$ cat config.mk
export PLATFORM = sky130hd
export DESIGN_NAME = i2cx_regslave
export DESIGN_NICKNAME = d
export VERILOG_FILES = /design/src/rtl/i2cx_pkg.sv /design/src/rtl/i2cx_line_sync.sv /design/src/rtl/i2cx_regfile.sv /design/src/rtl/i2cx_regslave.sv
export SDC_FILE = /design/constraint.sdc
export NUM_CORES = 1
export LEC_CHECK = 0
export BUFFER_PORTS_ARGS = -buffer_cell sky130_fd_sc_hd__buf_2
export CAP_MARGIN = 20
export CORE_ASPECT_RATIO = 1.4
export CORE_MARGIN = 2
export CORE_UTILIZATION = 50
export DETAILED_ROUTE_END_ITERATION = 10
export GPL_TIMING_DRIVEN = 0
export PLACE_DENSITY = 0.68
export RECOVER_POWER = 100
export SLEW_MARGIN = 20
export SYNTH_ARGS = -nofsm -noshare
export SYNTH_HDL_FRONTEND = slang
export SYNTH_SLANG_ARGS = --single-unit
export TNS_END_PERCENT = 50
$ cat constraint.sdc
create_clock -name clk -period 5.1 [get_ports clk]
set_input_delay 1.02 -clock clk [delete_from_list [all_inputs] [get_ports clk]]
set_output_delay 1.02 -clock clk [all_outputs]
set_load 0.05 [all_outputs]
$ cat src/rtl/i2cx_pkg.sv
package i2cx_pkg;

  typedef enum logic [2:0] {
    S_IDLE, S_RX, S_ACK_SETUP, S_ACK_HOLD, S_TX, S_HACK
  } link_state_t;

  typedef enum logic [1:0] {
    B_ADDR, B_INDEX, B_COUNT, B_DATA
  } rx_role_t;

  // Pointer advance: wraps inside the bank, free-runs modulo 256 outside it.
  function automatic logic [7:0] step_ptr(input logic [7:0] p, input int unsigned nregs);
    if (32'(p) == nregs - 32'd1) return 8'd0;
    return p + 8'd1;
  endfunction

  function automatic logic [7:0] boot_value(input int unsigned idx, input int unsigned cnt_idx,
                                            input logic [7:0] cnt_val);
    if (idx == cnt_idx) return cnt_val;
    return 8'h30 + 8'(idx);
  endfunction

  function automatic logic addr_hit(input logic [7:0] b, input logic [6:0] dev);
    return b[7:1] == dev;
  endfunction

endpackage

$ cat src/rtl/i2cx_line_sync.sv
module i2cx_line_sync (
  input  logic clk,
  input  logic rst_n,
  input  logic scl_i,
  input  logic sda_i,
  output logic scl_s,
  output logic sda_s,
  output logic scl_rise,
  output logic scl_fall,
  output logic start_det,
  output logic stop_det
);
  // [0] first flop, [1] synchronised, [2] previous synchronised value
  logic [2:0] scl_q, sda_q;

  always_ff @(posedge clk or negedge rst_n) begin
    if (!rst_n) begin
      scl_q <= 3'b111;
      sda_q <= 3'b111;
    end else begin
      scl_q <= {scl_q[1:0], scl_i};
      sda_q <= {sda_q[1:0], sda_i};
    end
  end

  assign scl_s     = scl_q[1];
  assign sda_s     = sda_q[1];
  assign scl_rise  = scl_q[1] & ~scl_q[2];
  assign scl_fall  = ~scl_q[1] & scl_q[2];
  assign start_det = scl_q[1] & scl_q[2] & ~sda_q[1] & sda_q[2];
  assign stop_det  = scl_q[1] & scl_q[2] & sda_q[1] & ~sda_q[2];

endmodule

$ cat src/rtl/i2cx_regfile.sv
module i2cx_regfile import i2cx_pkg::*; #(
  parameter int unsigned NUM_REGS   = 16,
  parameter int unsigned CNT_IDX    = 8,
  parameter logic [7:0]  DFLT_COUNT = 8'd4
) (
  input  logic                  clk,
  input  logic                  rst_n,
  input  logic                  we,
  input  logic [7:0]            widx,
  input  logic [7:0]            wdata,
  input  logic [7:0]            ridx,
  output logic [7:0]            rdata,
  output logic [NUM_REGS*8-1:0] regs_o
);
  localparam int unsigned IW = (NUM_REGS > 1) ? $clog2(NUM_REGS) : 1;

  logic [7:0] mem [NUM_REGS];

  for (genvar g = 0; g < NUM_REGS; g++) begin : g_reg
    always_ff @(posedge clk or negedge rst_n) begin
      if (!rst_n)                        mem[g] <= boot_value(g, CNT_IDX, DFLT_COUNT);
      else if (we && widx == 8'(g))      mem[g] <= wdata;
    end
    assign regs_o[g*8 +: 8] = mem[g];
  end

  assign rdata = (32'(ridx) < NUM_REGS) ? mem[ridx[IW-1:0]] : 8'h00;

  // a write aimed outside the bank leaves every register untouched
  assert_discard_out_of_range_R5: assert property (@(posedge clk) disable iff (!rst_n)
    (we && 32'(widx) >= NUM_REGS) |=> $stable(regs_o));

endmodule

$ cat src/rtl/i2cx_regslave.sv
module i2cx_regslave import i2cx_pkg::*; #(
  parameter logic [6:0]  DEV_ADDR   = 7'h69,
  parameter int unsigned NUM_REGS   = 16,
  parameter int unsigned CNT_IDX    = 8,
  parameter logic [7:0]  DFLT_COUNT = 8'd4
) (
  input  logic                  clk,
  input  logic                  rst_n,
  input  logic                  scl_i,
  input  logic                  sda_i,
  output logic                  sda_oe,
  output logic [NUM_REGS*8-1:0] regs_o
);
  logic scl_s, sda_s, scl_rise, scl_fall, start_det, stop_det;

  link_state_t st;
  rx_role_t    role;
  logic [2:0]  bitcnt;
  logic [6:0]  shreg, txsh;
  logic [7:0]  ptr, remain;
  logic        ack_go, go_tx;

  // Named internal events
  logic       byte_done, dec_ack, wr_en, ptr_adv, tx_first_load, tx_next_load;
  logic [7:0] rx_byte, rdata, tx_byte, count_val;

  i2cx_line_sync u_sync (
    .clk(clk), .rst_n(rst_n), .scl_i(scl_i), .sda_i(sda_i),
    .scl_s(scl_s), .sda_s(sda_s), .scl_rise(scl_rise), .scl_fall(scl_fall),
    .start_det(start_det), .stop_det(stop_det)
  );

  i2cx_regfile #(.NUM_REGS(NUM_REGS), .CNT_IDX(CNT_IDX), .DFLT_COUNT(DFLT_COUNT)) u_regs (
    .clk(clk), .rst_n(rst_n), .we(wr_en), .widx(ptr), .wdata(rx_byte),
    .ridx(ptr), .rdata(rdata), .regs_o(regs_o)
  );

  assign byte_done     = (st == S_RX) && scl_rise && (bitcnt == 3'd7);
  assign rx_byte       = {shreg, sda_s};
  assign count_val     = regs_o[CNT_IDX*8 +: 8];
  assign tx_first_load = (st == S_ACK_HOLD) && scl_fall && go_tx;
  assign tx_next_load  = (st == S_HACK) && scl_fall;
  assign tx_byte       = tx_first_load ? count_val : rdata;
  assign ptr_adv       = wr_en || tx_next_load;

  always_comb begin
    dec_ack = 1'b0;
    wr_en   = 1'b0;
    if (byte_done) begin
      unique case (role)
        B_ADDR:           dec_ack = addr_hit(rx_byte, DEV_ADDR);
        B_INDEX, B_COUNT: dec_ack = 1'b1;
        B_DATA: begin
          dec_ack = (remain != 8'd0);
          wr_en   = (remain != 8'd0);
        end
      endcase
    end
  end

  always_ff @(posedge clk or negedge rst_n) begin
    if (!rst_n) begin
      st     <= S_IDLE;
      role   <= B_ADDR;
      bitcnt <= 3'd0;
      shreg  <= 7'd0;
      txsh   <= 7'd0;
      ptr    <= 8'd0;
      remain <= 8'd0;
      ack_go <= 1'b0;
      go_tx  <= 1'b0;
      sda_oe <= 1'b0;
    end else if (start_det) begin
      st     <= S_RX;
      role   <= B_ADDR;
      bitcnt <= 3'd0;
      go_tx  <= 1'b0;
      sda_oe <= 1'b0;
    end else if (stop_det) begin
      st     <= S_IDLE;
      sda_oe <= 1'b0;
    end else begin
      if (ptr_adv) ptr <= step_ptr(ptr, NUM_REGS);
      unique case (st)
        S_RX: if (scl_rise) begin
          shreg  <= rx_byte[6:0];
          bitcnt <= bitcnt + 3'd1;
          if (bitcnt == 3'd7) begin
            st     <= S_ACK_SETUP;
            ack_go <= dec_ack;
            unique case (role)
              B_ADDR:  begin go_tx <= rx_byte[0]; role <= B_INDEX; end
              B_INDEX: begin ptr <= rx_byte; role <= B_COUNT; end
              B_COUNT: begin remain <= rx_byte; role <= B_DATA; end
              B_DATA:  if (remain != 8'd0) remain <= remain - 8'd1;
            endcase
          end
        end
        S_ACK_SETUP: if (scl_fall) begin
          if (ack_go) begin
            sda_oe <= 1'b1;
            st     <= S_ACK_HOLD;
          end else begin
            st     <= S_IDLE;
          end
        end
        S_ACK_HOLD: if (scl_fall) begin
          bitcnt <= 3'd0;
          if (go_tx) begin
            txsh   <= tx_byte[6:0];
            sda_oe <= ~tx_byte[7];
            go_tx  <= 1'b0;
            st     <= S_TX;
          end else begin
            sda_oe <= 1'b0;
            st     <= S_RX;
          end
        end
        S_TX: if (scl_fall) begin
          if (bitcnt == 3'd7) begin
            sda_oe <= 1'b0;
            bitcnt <= 3'd0;
            st     <= S_HACK;
          end else begin
            sda_oe <= ~txsh[6];
            txsh   <= {txsh[5:0], 1'b0};
            bitcnt <= bitcnt + 3'd1;
          end
        end
        S_HACK: begin
          if (scl_rise && sda_s) begin
            st <= S_IDLE;
          end else if (scl_fall) begin
            txsh   <= tx_byte[6:0];
            sda_oe <= ~tx_byte[7];
            st     <= S_TX;
          end
        end
        default: ;
      endcase
    end
  end

  // SDA drive only changes while SCL is low (bus events excepted)
  assert_oe_quiet_scl_high_R2: assert property (@(posedge clk) disable iff (!rst_n)
    (scl_s && $past(scl_s) && !$past(start_det || stop_det)) |-> $stable(sda_oe));

  // an idle target never pulls the line
  assert_idle_released_R9: assert property (@(posedge clk) disable iff (!rst_n)
    (st == S_IDLE) |-> !sda_oe);

  // the pointer returns to zero after the last bank entry
  assert_ptr_wrap_R4: assert property (@(posedge clk) disable iff (!rst_n)
    (ptr_adv && 32'(ptr) == NUM_REGS - 32'd1) |=> (ptr == 8'd0));

  // nothing is stored once the count is used up
  assert_no_write_past_count_R6: assert property (@(posedge clk) disable iff (!rst_n)
    (role == B_DATA && remain == 8'd0) |-> !wr_en);

endmodule

=== Word level (Yosys, flattened, before mapping) ===
Index checks and enable logic that the tools add are counted.

* Bits in registers: 175
* Latch bits: 0
* RAM bits: 0
* ROM bits: 0
* Output and inout port bits: 129
* Word-level logic and storage cells: 217
* Memories kept: 0

* $add $sub $neg: 3
* Multiply operators: 0
* Divide/modulo/power cells: 0
* Magnitude comparators: 2
* Equal/unequal tests: 48
* Shift operators: 0
* Multiplexer cells: 73
* Bitwise operators: 16
* Reduce and logical (&&, ||, !) cells: 47

{| class="wikitable"
|+ Operators with widths
! kind !! count
|-
| 2-to-1 mux 8 bit || 12
|-
| equality test 8 x 4 -> 1 bit, second input constant || 8
|-
| 2-to-1 mux 3 bit || 17
|-
| 2-to-1 mux 7 bit || 6
|-
| binary-select mux 8 bit (select 4 bit) || 1
|-
| equality test 8 x 3 -> 1 bit, second input constant || 4
|-
| inequality test 4 bit, second input constant || 8
|-
| 2-to-1 mux 1 bit || 23
|-
| logical AND 1 bit || 22
|-
| one-hot mux 7 bit (3 select lines) || 1
|-
| equality test 8 x 2 -> 1 bit, second input constant || 2
|-
| inequality test 2 bit, second input constant || 8
|-
| one-hot mux 8 bit (2 select lines) || 1
|-
| one-hot mux 3 bit (5 select lines) || 1
|-
| AND reduction 5 bit || 3
|-
| AND reduction 7 bit || 2
|-
| 2-to-1 mux 2 bit || 6
|-
| equality test 3 bit, second input constant || 3
|-
| inequality test 3 bit, second input constant || 3
|-
| one-hot mux 3 bit (3 select lines) || 1
|-
| AND reduction 9 bit || 1
|-
| adder 8 x 1 -> 8 bit, second input constant || 1
|-
| equality test 8 x 1 -> 1 bit, second input constant || 1
|-
| logical NOT 8 bit || 1
|-
| 32 further kinds || 53
|}

=== Logic depth before layout (Yosys ltp) ===
Gate-level depths: netlist of the first run.

* Depth after elaboration: 15
* Mapped depth: 10

=== Cells and area by module ===
Synthesis of the first run repeated with hierarchy kept, for this count alone.

* Cell total of the unflattened synthesis: 702
* Area, all modules: 9012.4 sq um

{| class="wikitable"
|+ Modules (own cells, without submodules)
! module !! instances !! cells each !! area an instance (sq um)
|-
| i2cx_regfile || 1 || 397 || 6094.6
|-
| i2cx_regslave || 1 || 295 || 2727.6
|-
| i2cx_line_sync || 1 || 10 || 190.2
|}

=== Least setup slack after synthesis of the first run ===
Ideal clock, no wire load.

* Path type: flip-flop to flip-flop
* Start: reg remain[0]
* End: reg u_regs.mem, in the netlist u_regs.regs_o[18]
* Data arrival time: 2.184 ns
* Setup slack: 2.791 ns
* Stages on the path, launching flop included: 9
* Buffers on the path: 0
* Period minus slack after synthesis: 2.309 ns
* Cell sequence: dfrtp_1 inv_1 ha_1 or3b_2 o31a_1 nand2_4 nor4_4 nand2_2 mux2_2

* Longest elaborated chain between the ends: 4

{| class="wikitable"
|+ Ends and longest elaborated chain
! item !! line !! text
|-
| start: declaration || i2cx_regslave.sv:20 || <nowiki>logic [7:0] ptr, remain;</nowiki>
|-
| start signal: assignment || i2cx_regslave.sv:95 || <nowiki>B_DATA: if (remain != 8'd0) remain <= remain - 8'd1;</nowiki>
|-
| nonzero test 8 bit || i2cx_regslave.sv:55 || <nowiki>wr_en = (remain != 8'd0);</nowiki>
|-
| 2-to-1 mux 1 bit || i2cx_regslave.sv:50 || <nowiki>unique case (role)</nowiki>
|-
| 2-to-1 mux 1 bit || i2cx_regslave.sv:49 || <nowiki>if (byte_done) begin</nowiki>
|-
| logical AND 1 bit || i2cx_regfile.sv:22 || <nowiki>else if (we && widx == 8'(g)) mem[g] <= wdata;</nowiki>
|-
| end signal: indexed assignment || i2cx_regfile.sv:21 || <nowiki>if (!rst_n) mem[g] <= boot_value(g, CNT_IDX, DFLT_COUNT);</nowiki>
|-
| end signal: indexed assignment || i2cx_regfile.sv:22 ||
|-
| end: declaration || i2cx_regfile.sv:17 || <nowiki>logic [7:0] mem [NUM_REGS];</nowiki>
|}

No other way between the ends.
A chain may end at the register's enable or synchronous reset.

=== Final worst setup path of the first run ===
* Start: reg bitcnt[0]
* End: reg u_regs.mem, in the netlist u_regs.regs_o[126]

* Longest elaborated chain between the ends: 4

{| class="wikitable"
|+ Ends and longest elaborated chain
! item !! line !! text
|-
| start: declaration || i2cx_regslave.sv:18 || <nowiki>logic [2:0] bitcnt;</nowiki>
|-
| start signal: assignment || i2cx_regslave.sv:87 || <nowiki>bitcnt <= bitcnt + 3'd1;</nowiki>
|-
| start signal: assignment || i2cx_regslave.sv:127 || <nowiki>bitcnt <= bitcnt + 3'd1;</nowiki>
|-
| equality test 3 bit || i2cx_regslave.sv:38 || <nowiki>assign byte_done = (st == S_RX) && scl_rise && (bitcnt == 3'd7);</nowiki>
|-
| logical AND 1 bit || i2cx_regslave.sv:38 ||
|-
| 2-to-1 mux 1 bit || i2cx_regslave.sv:49 ||
|-
| logical AND 1 bit || i2cx_regfile.sv:22 ||
|}

No other way between the ends.

==> results of run 1 <==
-- worst min-delay path by stage --
stage	startpoint	endpoint	slack, ns	depth (start not counted)
after floorplan	u_sync.scl_q[0]	u_sync.scl_q[1]	0.35	0
after global placement	u_sync.scl_q[0]	u_sync.scl_q[1]	0.35	0
after detailed placement	u_sync.sda_q[0]	u_sync.sda_q[1]	0.35	0
after CTS	u_sync.sda_q[0]	u_sync.sda_q[1]	0.36	0
after global routing	u_sync.sda_q[0]	u_sync.sda_q[1]	0.37	0
final	u_sync.sda_q[0]	u_sync.sda_q[1]	0.36	0
-- flip-flops by register name, indices dropped and copies added, names as in the netlist --
register / flops
u_regs.regs_o: 128
ptr: 8
remain: 8
shreg: 7
txsh: 7
bitcnt: 3
st: 3
u_sync.scl_q: 3
u_sync.sda_q: 3
role: 2
ack_go: 1
go_tx: 1
sda_oe: 1
-- power by group through the flow --
stage	sequential [mW]	combinational [mW]	clock (mW)
5_1_grt	1.43	0.170	1.51
6_report	1.43	0.151	1.42
3_5_place_dp	1.46	0.152	0
2_1_floorplan	1.45	0.0832	0
4_1_cts	1.43	0.153	1.44
3_3_place_gp	1.45	0.145	0
-- logic make-up (layout without fill, tap and decap cells) --
| logic type | count (synthesis) | after routing | share of synthesized area |
|---|---|---|---|
| AO/OA/AOI/OAI | 88 | 88 | 0.06577 |
| XOR/XNOR | 3 | 3 | 0.003036 |
| adder cells (fa/ha/maj) | 11 | 11 | 0.01590 |
| buffers and inverters | 53 | 218 | 0.02559 |
| flip-flops | 175 | 175 | 0.5158 |
| multiplexers | 177 | 177 | 0.2723 |
| AND/OR/NAND/NOR | 167 | 167 | 0.1016 |
-- cells in the mapped netlist, types with 3 or more instances --
cell                          n
sky130_fd_sc_hd__dfstp_2     68
sky130_fd_sc_hd__clkbuf_1    27
sky130_fd_sc_hd__ha_1        11
sky130_fd_sc_hd__mux2i_1      6
sky130_fd_sc_hd__a21oi_1     30
sky130_fd_sc_hd__nor2b_1     10
sky130_fd_sc_hd__or3_1        5
sky130_fd_sc_hd__mux4_2      33
sky130_fd_sc_hd__nand3_1      7
sky130_fd_sc_hd__o31ai_1      3
sky130_fd_sc_hd__buf_2        9
sky130_fd_sc_hd__nand2_1     59
sky130_fd_sc_hd__a2111oi_0    6
sky130_fd_sc_hd__or2_2        3
sky130_fd_sc_hd__o21ai_0     19
sky130_fd_sc_hd__nor4_1       3
sky130_fd_sc_hd__nor2_1      23
sky130_fd_sc_hd__nand2_2     15
sky130_fd_sc_hd__mux2_1       9
sky130_fd_sc_hd__buf_4        3
sky130_fd_sc_hd__o22a_1      13
sky130_fd_sc_hd__dfrtp_1    107
sky130_fd_sc_hd__mux2_2     129
sky130_fd_sc_hd__or3b_2       3
sky130_fd_sc_hd__nand2b_1     3
sky130_fd_sc_hd__inv_1       12
sky130_fd_sc_hd__a31oi_1      3
sky130_fd_sc_hd__nor3_1      18
sky130_fd_sc_hd__xnor2_1      3
-- critical path, cell delays in order, from the launching register on --
cell	delay, ns
sky130_fd_sc_hd__dfrtp_1	0.38
sky130_fd_sc_hd__ha_1	0.16
sky130_fd_sc_hd__ha_1	0.24
sky130_fd_sc_hd__nor2b_1	0.22
sky130_fd_sc_hd__and3_1	0.17
sky130_fd_sc_hd__clkbuf_1	0.32
sky130_fd_sc_hd__nand2_1	0.25
sky130_fd_sc_hd__nor3_1	1.16
sky130_fd_sc_hd__mux2_2	0.42
-- routing by layer --
| layer | vias to the layer above | part of all wire |
|---|---|---|
| li1 | 2777 | - |
| met1 | 3290 | 0.39 |
| met2 | 244 | 0.52 |
| met3 | 59 | 0.055 |
| met4 | 0 | 0.032 |
| met5 | - | 0 |
-- layout make-up --
| type | instances | share of cell area |
|---|---|---|
| flip-flops and latches | 175 | 0.4458 |
| multi-input cells | 446 | 0.3861 |
| repair buffers | 133 | 0.05360 |
| clock buffers | 20 | 0.04785 |
| well taps | 232 | 0.02899 |
| clock inverters | 12 | 0.01687 |
| plain buffers | 41 | 0.01637 |
| inverters | 12 | 0.004498 |
-- through the flow --
stage	hold slack [ns]	setup WS [ns]	instance area [sq um]	power, mW
after detailed placement	0.3468	2.352	9644	1.609
after global placement	0.3473	0.4426	9607	1.600
after floorplan	0.3452	2.791	8656	1.535
after global routing	0.3695	1.399	10010	3.113
final	0.3607	1.662	10010	3.003
after CTS	0.3607	2.324	10290	3.023
==> flow_summary.ini, run 1 <==
[clock_network]
hold_bufs_inserted_after_cts = 0
cts_root_buffer = sky130_fd_sc_hd__clkbuf_16
postCtsResizedCells = 0
tritoncts = yes
cts_buffer_depth = 2
cts.repair_timing.setup_buffer_count = 0
clock_sink_count = 175
insertion_delay_ns = 0.43
clk_transition_reported_paths_ns = 0.07
cts_made_buffers = 17
ctsHtreeMaxLevel = 4

[global_routing]
grt.overflow.total = 0
grt_max_degree = 108
antenna_found_initial = 0
groute.layer.met2.usage = 0.4671
global_route.peak_usage_layer = met2
grt.met1_usage = 0.3554
gr-usage-all-layers = 0.2800
first_pass_grt_wire_length_um = 38610
grt_pass1_vias = 6570
met3_usage = 0.05693

[die]
die_width_um = 115.2
placement_rows = 56
boundaryPins = 133
design.die.area_sq_um = 18400
floorplan.initialDensity = 0.5126
coreArea_sq_um = 16890
die_span_y_um = 159.7

[timing]
timing.clock.skew_ns = 0.01010
fin_crit_sh = 0.6741
hold_violations = 0
post-route-min-period_ns = 3.438
tightest_slew_ns = 1.395
finalMaxSlewViolations = 0
post_route_setup_tns_ns = 0
fmax_mhz = 290.9
timing.final.setup_violations = 0
slew_headroom = 0.06303
setup_repair_after_global_routing_missed_its_margin = no

[logic_synthesis]
synth_area_leader_cell = sky130_fd_sc_hd__dfrtp_1
fraction_of_synthesized_cell_area_taken_by_the_top_area_cell_type = 0.3093
postSynthCellCount = 674
edff_count_synth = 0
synth_flop_cell = sky130_fd_sc_hd__dfrtp_1
synth_cell_types = 54
yosys_register_bits = 175
synth.yosys.seq_area_share = 0.5158
mappedNetlistNets = 689
proportion_of_register_bits_with_asynchronous_set_or_reset_after_synthesis = 1.000
synth-warning-count = 0
synth.top_cells.by_area = sky130_fd_sc_hd__dfrtp_1 (31%), sky130_fd_sc_hd__dfstp_2 (21%), sky130_fd_sc_hd__mux2_2 (17%)
postSynthAreaPerCell_sq_um = 12.84
netlist_area_sq_um = 8656

[route]
detail_route.drc_violations = 0
drtAntennaViolNets = 0
vias_after_detailed_routing = 6370
drt_wl_total_um = 24880
vias_per_cell = 5.948
firstDrtPassIters = 5
wire_per_inst_um = 23.23
drt_iter0_drc = 507

[flow_run]
timing.max_cap.violations = 0

[critical_path]
reg2reg_from = bitcnt[0]
path_class = register to register
critical_path_endpoint_category = register
timing.critical_path.from_type = register
endpoint = u_regs.regs_o[126]
timing.reg2reg.worst_path_depth = 8
worstPathRequired_ns = 5.42
cp_data_arrival_time_ns = 3.75
ff2ff_setup_slack_ns = 1.66
timing_startpoint_of_the_critical_path = bitcnt[0]
rr_endpoint = u_regs.regs_o[126]
critical_path_peak_fanout = 9

[hold_path]
worstHoldPathType = register to register

[finish]
area.growth.synth_to_final_pct = 15.70
design.final.nets = 841
register_area_sq_um = 4464
antenna-diode-count = 0
layout_commonest_cell = sky130_fd_sc_hd__clkbuf_1
final_cell_mix = sky130_fd_sc_hd__clkbuf_1 (163), sky130_fd_sc_hd__mux2_2 (129), sky130_fd_sc_hd__dfrtp_1 (107)
drive_above_1_share = 0.3290
multi_input_area_sq_um = 3866
layout.filler_cells = 1454
final_cell_count_no_fill = 1071
layout.core_utilization = 0.5931

[placement]
hpwl_um = 17810
placed_instance_count = 1039
gp_congestion = 0.9105
port_buffers = 132

[power_and_ir_drop]
power.switching_mw = 0.6978
power.share.clock = 0.473
intPower_mw = 2.305
power_density_over_the_cells_nw_per_um2 = 299.8
ir_drop_uv = 257.5
share_seq_of_total_power = 0.477
cellLeakagePower_nw = 4.305
comb_power_share = 0.050
power_switching_share = 0.2324

[run_status]
run_status = completed
Note: power is estimated with default switching activity, not from simulation.
==> run 2: changes to the inputs <==
--- a/config.mk
+++ b/config.mk
@@ -12,7 +12,7 @@
 export CORE_UTILIZATION = 50
 export DETAILED_ROUTE_END_ITERATION = 10
 export GPL_TIMING_DRIVEN = 0
-export PLACE_DENSITY = 0.68
+export PLACE_DENSITY = 0.7
 export RECOVER_POWER = 100
 export SLEW_MARGIN = 20
 export SYNTH_ARGS = -nofsm -noshare
==> constraint.sdc (replaced) <==
create_clock -name clk -period 2.84 [get_ports clk]
set_input_delay 0.568 -clock clk [delete_from_list [all_inputs] [get_ports clk]]
set_output_delay 0.568 -clock clk [all_outputs]
set_load 0.05 [all_outputs]
==> run 2 against run 1 <==
The run now ends with capacitance limit, slew limit left. Final cell count about the same. Clock skew increased by 0.015 ns. Setup slack lost 1.5 ns. Global-route usage fell by 0.63 points. Critical path depth decreased by 1. Fmax is 27% higher. Worst hold slack worse by 0.12 ns. Sequential power increased by 80%. Critical path type unchanged. Largest cell class unchanged. Largest power group unchanged.
==> flow_summary.ini, run 2 (synthesis gave the netlist of run 1 again) <==
[power_and_ir_drop]
share_seq_of_total_power = 0.504
power_switching_share = 0.2542
cellLeakagePower_nw = 4.334
comb_power_share = 0.055
ir_drop_uv = 420.6
intPower_mw = 3.809
power.switching_mw = 1.299
power.share.clock = 0.441
power_density_over_the_cells_nw_per_um2 = 508.4

[finish]
flip_flop_count_of_the_largest_register_all_copies_and_words_added = 128
layout_commonest_cell = sky130_fd_sc_hd__clkbuf_1
antenna-diode-count = 0
layout.filler_cells = 1433
area.growth.synth_to_final_pct = 16.07
final_cell_mix = sky130_fd_sc_hd__clkbuf_1 (157), sky130_fd_sc_hd__mux2_2 (129), sky130_fd_sc_hd__dfrtp_1 (107)
design.final.nets = 842
drive_above_1_share = 0.3607

[timing]
fin_crit_sh = 0.9531
slew_headroom = -0.5287
post-route-min-period_ns = 2.707
tightest_slew_ns = 2.293
fin_hold_ws_ns = 0.2440
final.setup.worst_slack_ns = 0.1331
setup_repair_after_global_routing_missed_its_margin = no
finalMaxSlewViolations = 104
timing.final.setup_violations = 0
hold_violations = 0
fmax_mhz = 369.4
post_route_setup_tns_ns = 0
timing.clock.skew_ns = 0.02465

[critical_path]
critical_path_endpoint_category = register
critical_path_peak_fanout = 10
path_class = register to register
critical_path.max_stage_delay_ns = 0.60
timing.reg2reg.worst_path_depth = 7
timing.critical_path.from_type = register
worstPathRequired_ns = 3.13
reg2reg_from = ptr[1]
worstPathCellList = buf_2 -> clkbuf_2 -> mux4_2 -> nand2_1 -> a21oi_1 -> a2111oi_0 -> nor3_1
cpMaxStageDelayCell = sky130_fd_sc_hd__mux4_2
ff2ff_setup_slack_ns = 0.13
endpoint = txsh[3]
timing_startpoint_of_the_critical_path = ptr[1]
rr_endpoint = txsh[3]
cp_data_arrival_time_ns = 3.00

[route]
drt_iter0_drc = 342
drtAntennaViolNets = 0
vias_after_detailed_routing = 6278
drt_wl_total_um = 24210
vias_per_cell = 5.856
firstDrtPassIters = 6
wire_per_inst_um = 22.58
detail_route.drc_violations = 0

[clock_network]
clk_transition_reported_paths_ns = 0.07
cts_made_buffers = 17
clock_sink_count = 175
insertion_delay_ns = 0.44
postCtsResizedCells = 0
cts.repair_timing.setup_buffer_count = 0
cts_buffer_depth = 2
tritoncts = yes
ctsHtreeMaxLevel = 4
cts_root_buffer = sky130_fd_sc_hd__clkbuf_16
hold_bufs_inserted_after_cts = 0

[flow_run]
timing.max_cap.violations = 1

[global_routing]
first_pass_grt_wire_length_um = 37990
grt_max_degree = 105
gr-usage-all-layers = 0.2737
grt_pass1_vias = 6555
antenna_found_initial = 0
grt.overflow.total = 0

[placement]
preCtsSetupSlack_ns = 0.1606
gp_congestion = 0.9285
port_buffers = 132
hpwl_um = 17640

[hold_path]
hold_start = sda_i
worstHoldPathType = primary input to register
timing.hold.worst_path_depth = 1

[die]
die_width_um = 115.2
die_span_y_um = 159.7
boundaryPins = 133
design.die.area_sq_um = 18400
coreArea_sq_um = 16890
placement_rows = 56
floorplan.initialDensity = 0.5126

[run_status]
run_status = finished with violations
violations = capacitance limit, slew limit
==> run 2: worst min-delay path by stage <==
stage	end	slack, ns
4_1_cts	remain[6]	0.17
6_report	u_sync.sda_q[0]	0.24
3_5_place_dp	u_sync.scl_q[1]	0.35
5_1_grt	u_sync.scl_q[0]	0.22
2_1_floorplan	ack_go	0.27
3_3_place_gp	u_sync.sda_q[1]	0.35
==> run 2: worst max-delay path: cells and delay by family (launching register included) <==
kind / cells / cell delay [ns]
buffers and inverters: 2 / 0.72
flip-flops: 1 / 0.38
multiplexers: 1 / 0.60
AND/OR/NAND/NOR: 2 / 0.22
AO/OA/AOI/OAI: 2 / 0.64
==> run 2: cell type report <==
class                      count  area, sq um  area share
timing repair buffer         134        539.3     0.05367
clock inverter                13        127.6     0.01270
tap                          232        290.3     0.02889
sequential                   175         4464      0.4443
multi-input combinational    446         3963      0.3944
buffer                        41        175.2     0.01743
clock buffer                  19        442.9     0.04408
inverter                      12        45.04    0.004483
==> run 2: power groups by stage <==
| stage | logic, mW | clock network (mW) | registers (mW) |
|---|---|---|---|
| 2_1_floorplan | 0.149 | 0 | 2.61 |
| 5_1_grt | 0.310 | 2.39 | 2.58 |
| 3_3_place_gp | 0.264 | 0 | 2.61 |
| 3_5_place_dp | 0.282 | 0 | 2.62 |
| 4_1_cts | 0.288 | 2.28 | 2.57 |
| 6_report | 0.279 | 2.25 | 2.57 |
==> run 2: metrics by stage <==
stage | util | area, sq um | power, mW | cells
2_1_floorplan | - | 8656 | 2.756 | 674
3_3_place_gp | 0.5689 | 9607 | 2.878 | 1038
3_5_place_dp | 0.5728 | 9672 | 2.900 | 1040
4_1_cts | 0.6066 | 10240 | 5.144 | 1072
5_1_grt | 0.5950 | 10050 | 5.282 | 1072
6_report | 0.5950 | 10050 | 5.108 | 1072
==> run 2: metal layers <==
layer / track usage / vias up / wire, um
met5: 0 / - / 0
met4: 0.09639 / 0 / 663
met3: 0.05351 / 43 / 1155
met2: 0.4690 / 205 / 12610
met1: 0.3432 / 3258 / 9776
li1: - / 2772 / -
==> run 3: changes to the inputs <==
--- a/config.mk
+++ b/config.mk
@@ -12,10 +12,11 @@
 export CORE_UTILIZATION = 50
 export DETAILED_ROUTE_END_ITERATION = 10
 export GPL_TIMING_DRIVEN = 0
-export PLACE_DENSITY = 0.7
+export PLACE_DENSITY_LB_ADDON = 0.15
 export RECOVER_POWER = 100
 export SLEW_MARGIN = 20
 export SYNTH_ARGS = -nofsm -noshare
 export SYNTH_HDL_FRONTEND = slang
+export SYNTH_HIERARCHICAL = 1
 export SYNTH_SLANG_ARGS = --single-unit
 export TNS_END_PERCENT = 50
==> run 3 against run 2 <==
The flow still finishes with violations (capacitance limit, slew limit). Area after synthesis grew 4.1%. Critical path depth grew 1. Critical endpoint is now u_regs/regs_o[63]. Non-clock buffer count grew 24. Worst hold slack lost 0.015 ns. Largest power group unchanged. Fmax shrank 4.2%. Utilization grew 1.8 points.
==> flow_summary.ini, run 3 <==
[run_status]
run_status = finished with violations
violations = capacitance limit, slew limit

[hold_path]
worstHoldPathType = primary input to register

[finish]
layout.core_utilization = 0.6130
final_cell_count_no_fill = 1129
stdcell_area_sq_um = 10940
drive_above_1_share = 0.4004
design.final.nets = 888
flip_flop_count_of_the_largest_register_all_copies_and_words_added = 128
final_cell_mix = sky130_fd_sc_hd__clkbuf_1 (149), sky130_fd_sc_hd__mux2_2 (115), sky130_fd_sc_hd__dfrtp_1 (103)
area.growth.synth_to_final_pct = 21.42
layout_commonest_cell = sky130_fd_sc_hd__clkbuf_1
antenna-diode-count = 0

[power_and_ir_drop]
power_switching_share = 0.3065
cellLeakagePower_nw = 4.683
power.switching_mw = 1.798
comb_power_share = 0.105
intPower_mw = 4.067
power.share.clock = 0.407
power_density_over_the_cells_nw_per_um2 = 535.9
share_seq_of_total_power = 0.488
ir_drop_uv = 421.3

[critical_path]
worstPathRequired_ns = 3.15
timing.critical_path.from_type = register
cp_data_arrival_time_ns = 3.14
path_class = register to register
critical_path_endpoint_category = register
critical_path_peak_fanout = 8

[clock_network]
cts_root_buffer = sky130_fd_sc_hd__clkbuf_16
tritoncts = yes
insertion_delay_ns = 0.43
hold_bufs_inserted_after_cts = 0
clock_sink_count = 175
cts_made_buffers = 17
clk_transition_reported_paths_ns = 0.07
ctsHtreeMaxLevel = 4
cts_buffer_depth = 2

[die]
boundaryPins = 133
die_span_y_um = 162.9
die_width_um = 117.5
placement_rows = 58
design.die.area_sq_um = 19130
floorplan.initialDensity = 0.5048
coreArea_sq_um = 17850

[placement]
placed_instance_count = 1076
gp_congestion = 0.8970
port_buffers = 132
postPlaceCellArea_sq_um = 10050
hpwl_um = 18640

[route]
wire_per_inst_um = 23.36
detail_route.drc_violations = 0
vias_per_cell = 6.036
vias_after_detailed_routing = 6815
drt_iter0_drc = 513
firstDrtPassIters = 5
drt_wl_total_um = 26370
drtAntennaViolNets = 0

[timing]
hold_violations = 0
fin_hold_ws_ns = 0.2291
tightest_slew_ns = 2.281
fin_crit_sh = 0.9954
timing.final.setup_violations = 0
slew_headroom = -0.5229
setup_repair_after_global_routing_missed_its_margin = yes
post_route_setup_tns_ns = 0
fmax_mhz = 353.7
timing.clock.skew_ns = 0.01065
post-route-min-period_ns = 2.827
finalMaxSlewViolations = 51

[logic_synthesis]
yosys_register_bits = 175
synth_area_leader_cell = sky130_fd_sc_hd__dfrtp_1
synth-warning-count = 6
mappedNetlistNets = 714
post-synth-top-count-cell = sky130_fd_sc_hd__mux2_2
synth_cell_types = 71
synth_flop_cell = sky130_fd_sc_hd__dfrtp_1
synth.top_cells.by_area = sky130_fd_sc_hd__dfrtp_1 (30%), sky130_fd_sc_hd__dfstp_2 (20%), sky130_fd_sc_hd__mux2_2 (18%)
netlist_top_cells_count = sky130_fd_sc_hd__mux2_2 (142), sky130_fd_sc_hd__dfrtp_1 (107), sky130_fd_sc_hd__dfstp_2 (68)
synth.yosys.seq_area_share = 0.4953
proportion_of_register_bits_with_asynchronous_set_or_reset_after_synthesis = 1.000
edff_count_synth = 0
netlist_area_sq_um = 9012
postSynthCellCount = 702
postSynthAreaPerCell_sq_um = 12.84
fraction_of_synthesized_cell_area_taken_by_the_top_area_cell_type = 0.2971

[global_routing]
first_pass_grt_wire_length_um = 40970
grt_pass1_vias = 7067
antenna_found_initial = 0
gr-usage-all-layers = 0.2828
grt.overflow.total = 0
grt_max_degree = 64

[flow_run]
timing.max_cap.violations = 1
[run 3: cell count changes in the layout (fill, tap and decap cells not counted), moves of 9 or more]
| cell | before | now |
|---|---|---|
| sky130_fd_sc_hd__nor3_1 | 18 | 9 |
| sky130_fd_sc_hd__mux2i_1 | 6 | 30 |
| sky130_fd_sc_hd__mux2_1 | 9 | 0 |
| sky130_fd_sc_hd__buf_4 | 2 | 23 |
| sky130_fd_sc_hd__a22oi_1 | 1 | 18 |
| sky130_fd_sc_hd__nand2_1 | 59 | 28 |
| sky130_fd_sc_hd__nand2_2 | 15 | 4 |
| sky130_fd_sc_hd__mux2_4 | 0 | 27 |
| sky130_fd_sc_hd__mux2_2 | 129 | 115 |
| sky130_fd_sc_hd__mux4_2 | 33 | 23 |
| sky130_fd_sc_hd__a21oi_1 | 31 | 17 |
| sky130_fd_sc_hd__nand3_1 | 7 | 26 |
[run 3: path summary, 6_finish.rpt]
kind                            startpoint            endpoint  slack [ns]  cells after the start
setup / recovery           u_sync/scl_q[1]   u_regs/regs_o[63]        0.01                      8
setup reg to reg           u_sync/scl_q[1]   u_regs/regs_o[63]        0.01                      8
min in group asynchronous            rst_n  u_regs/regs_o[105]        0.84                      1
hold reg to reg            u_sync/scl_q[0]     u_sync/scl_q[1]        0.36                      0
hold / removal                       sda_i     u_sync/sda_q[0]        0.23                      1
max in group asynchronous            rst_n   u_regs/regs_o[81]        0.43                      3
[run 3: cell type report]
class,instances,area (sq um)
Buffer,43,255.2
Clock buffer,18,439.2
Clock inverter,14,168.9
Fill cell,1537,6909
Inverter,9,33.78
Multi-Input combinational cell,474,4544
Sequential cell,175,4473
Tap cell,240,300.3
Timing Repair Buffer,156,728.2
[run 3: worst max-delay path, cell delays in order, from the launching register on]
cell and delay, ns:
sky130_fd_sc_hd__dfstp_2 0.53, sky130_fd_sc_hd__nor2b_4 0.19, sky130_fd_sc_hd__nand4bb_4 0.15, sky130_fd_sc_hd__a211oi_4 0.23, sky130_fd_sc_hd__or4b_4 0.57, sky130_fd_sc_hd__nand4bb_4 0.30
sky130_fd_sc_hd__and2b_1 0.26, sky130_fd_sc_hd__buf_6 0.16, sky130_fd_sc_hd__mux2_4 0.31
[run 3: power groups by stage]
stage / combinational, mW / clock [mW] / sequential [mW]
2_1_floorplan: 0.333 / 0 / 2.72
3_3_place_gp: 0.531 / 0 / 2.88
3_5_place_dp: 0.568 / 0 / 2.88
4_1_cts: 0.602 / 2.43 / 2.84
5_1_grt: 0.665 / 2.54 / 2.87
6_report: 0.615 / 2.39 / 2.86
[run 3: layer usage]
metal / part of all wire / track usage / vias to the layer above
met1: 0.40 / 0.3450 / 3539
met2: 0.51 / 0.4928 / 237
met3: 0.043 / 0.04482 / 56
met5: 0 / 0 / -
met4: 0.044 / 0.1347 / 0
li1: - / - / 2983
[run 3: logic make-up after synthesis]
group / after synthesis / share of synthesized area
muxes: 195 / 0.2682
AOI/OAI and AO/OA: 105 / 0.08191
and+or+nand+nor: 166 / 0.1165
adders and majority gates: 8 / 0.01111
DFF: 175 / 0.4953
buffers and inverters: 53 / 0.02693
[run 3: repair_timing]
action | CTS | global route
setup buffers | 12 | 10
endpoints found under the setup margin | 135 | 109
pin swaps | 6 | 5
resized for setup | 29 | 58
[run 3: stage by stage]
step / setup WS (ns) / power (mW)
finish: 0.01307 / 5.864
global route: -0.05276 / 6.074
CTS: -0.01457 / 5.876
detailed placement: -0.5114 / 3.452
global placement: -1.387 / 3.407
floorplan: 0.001684 / 3.054
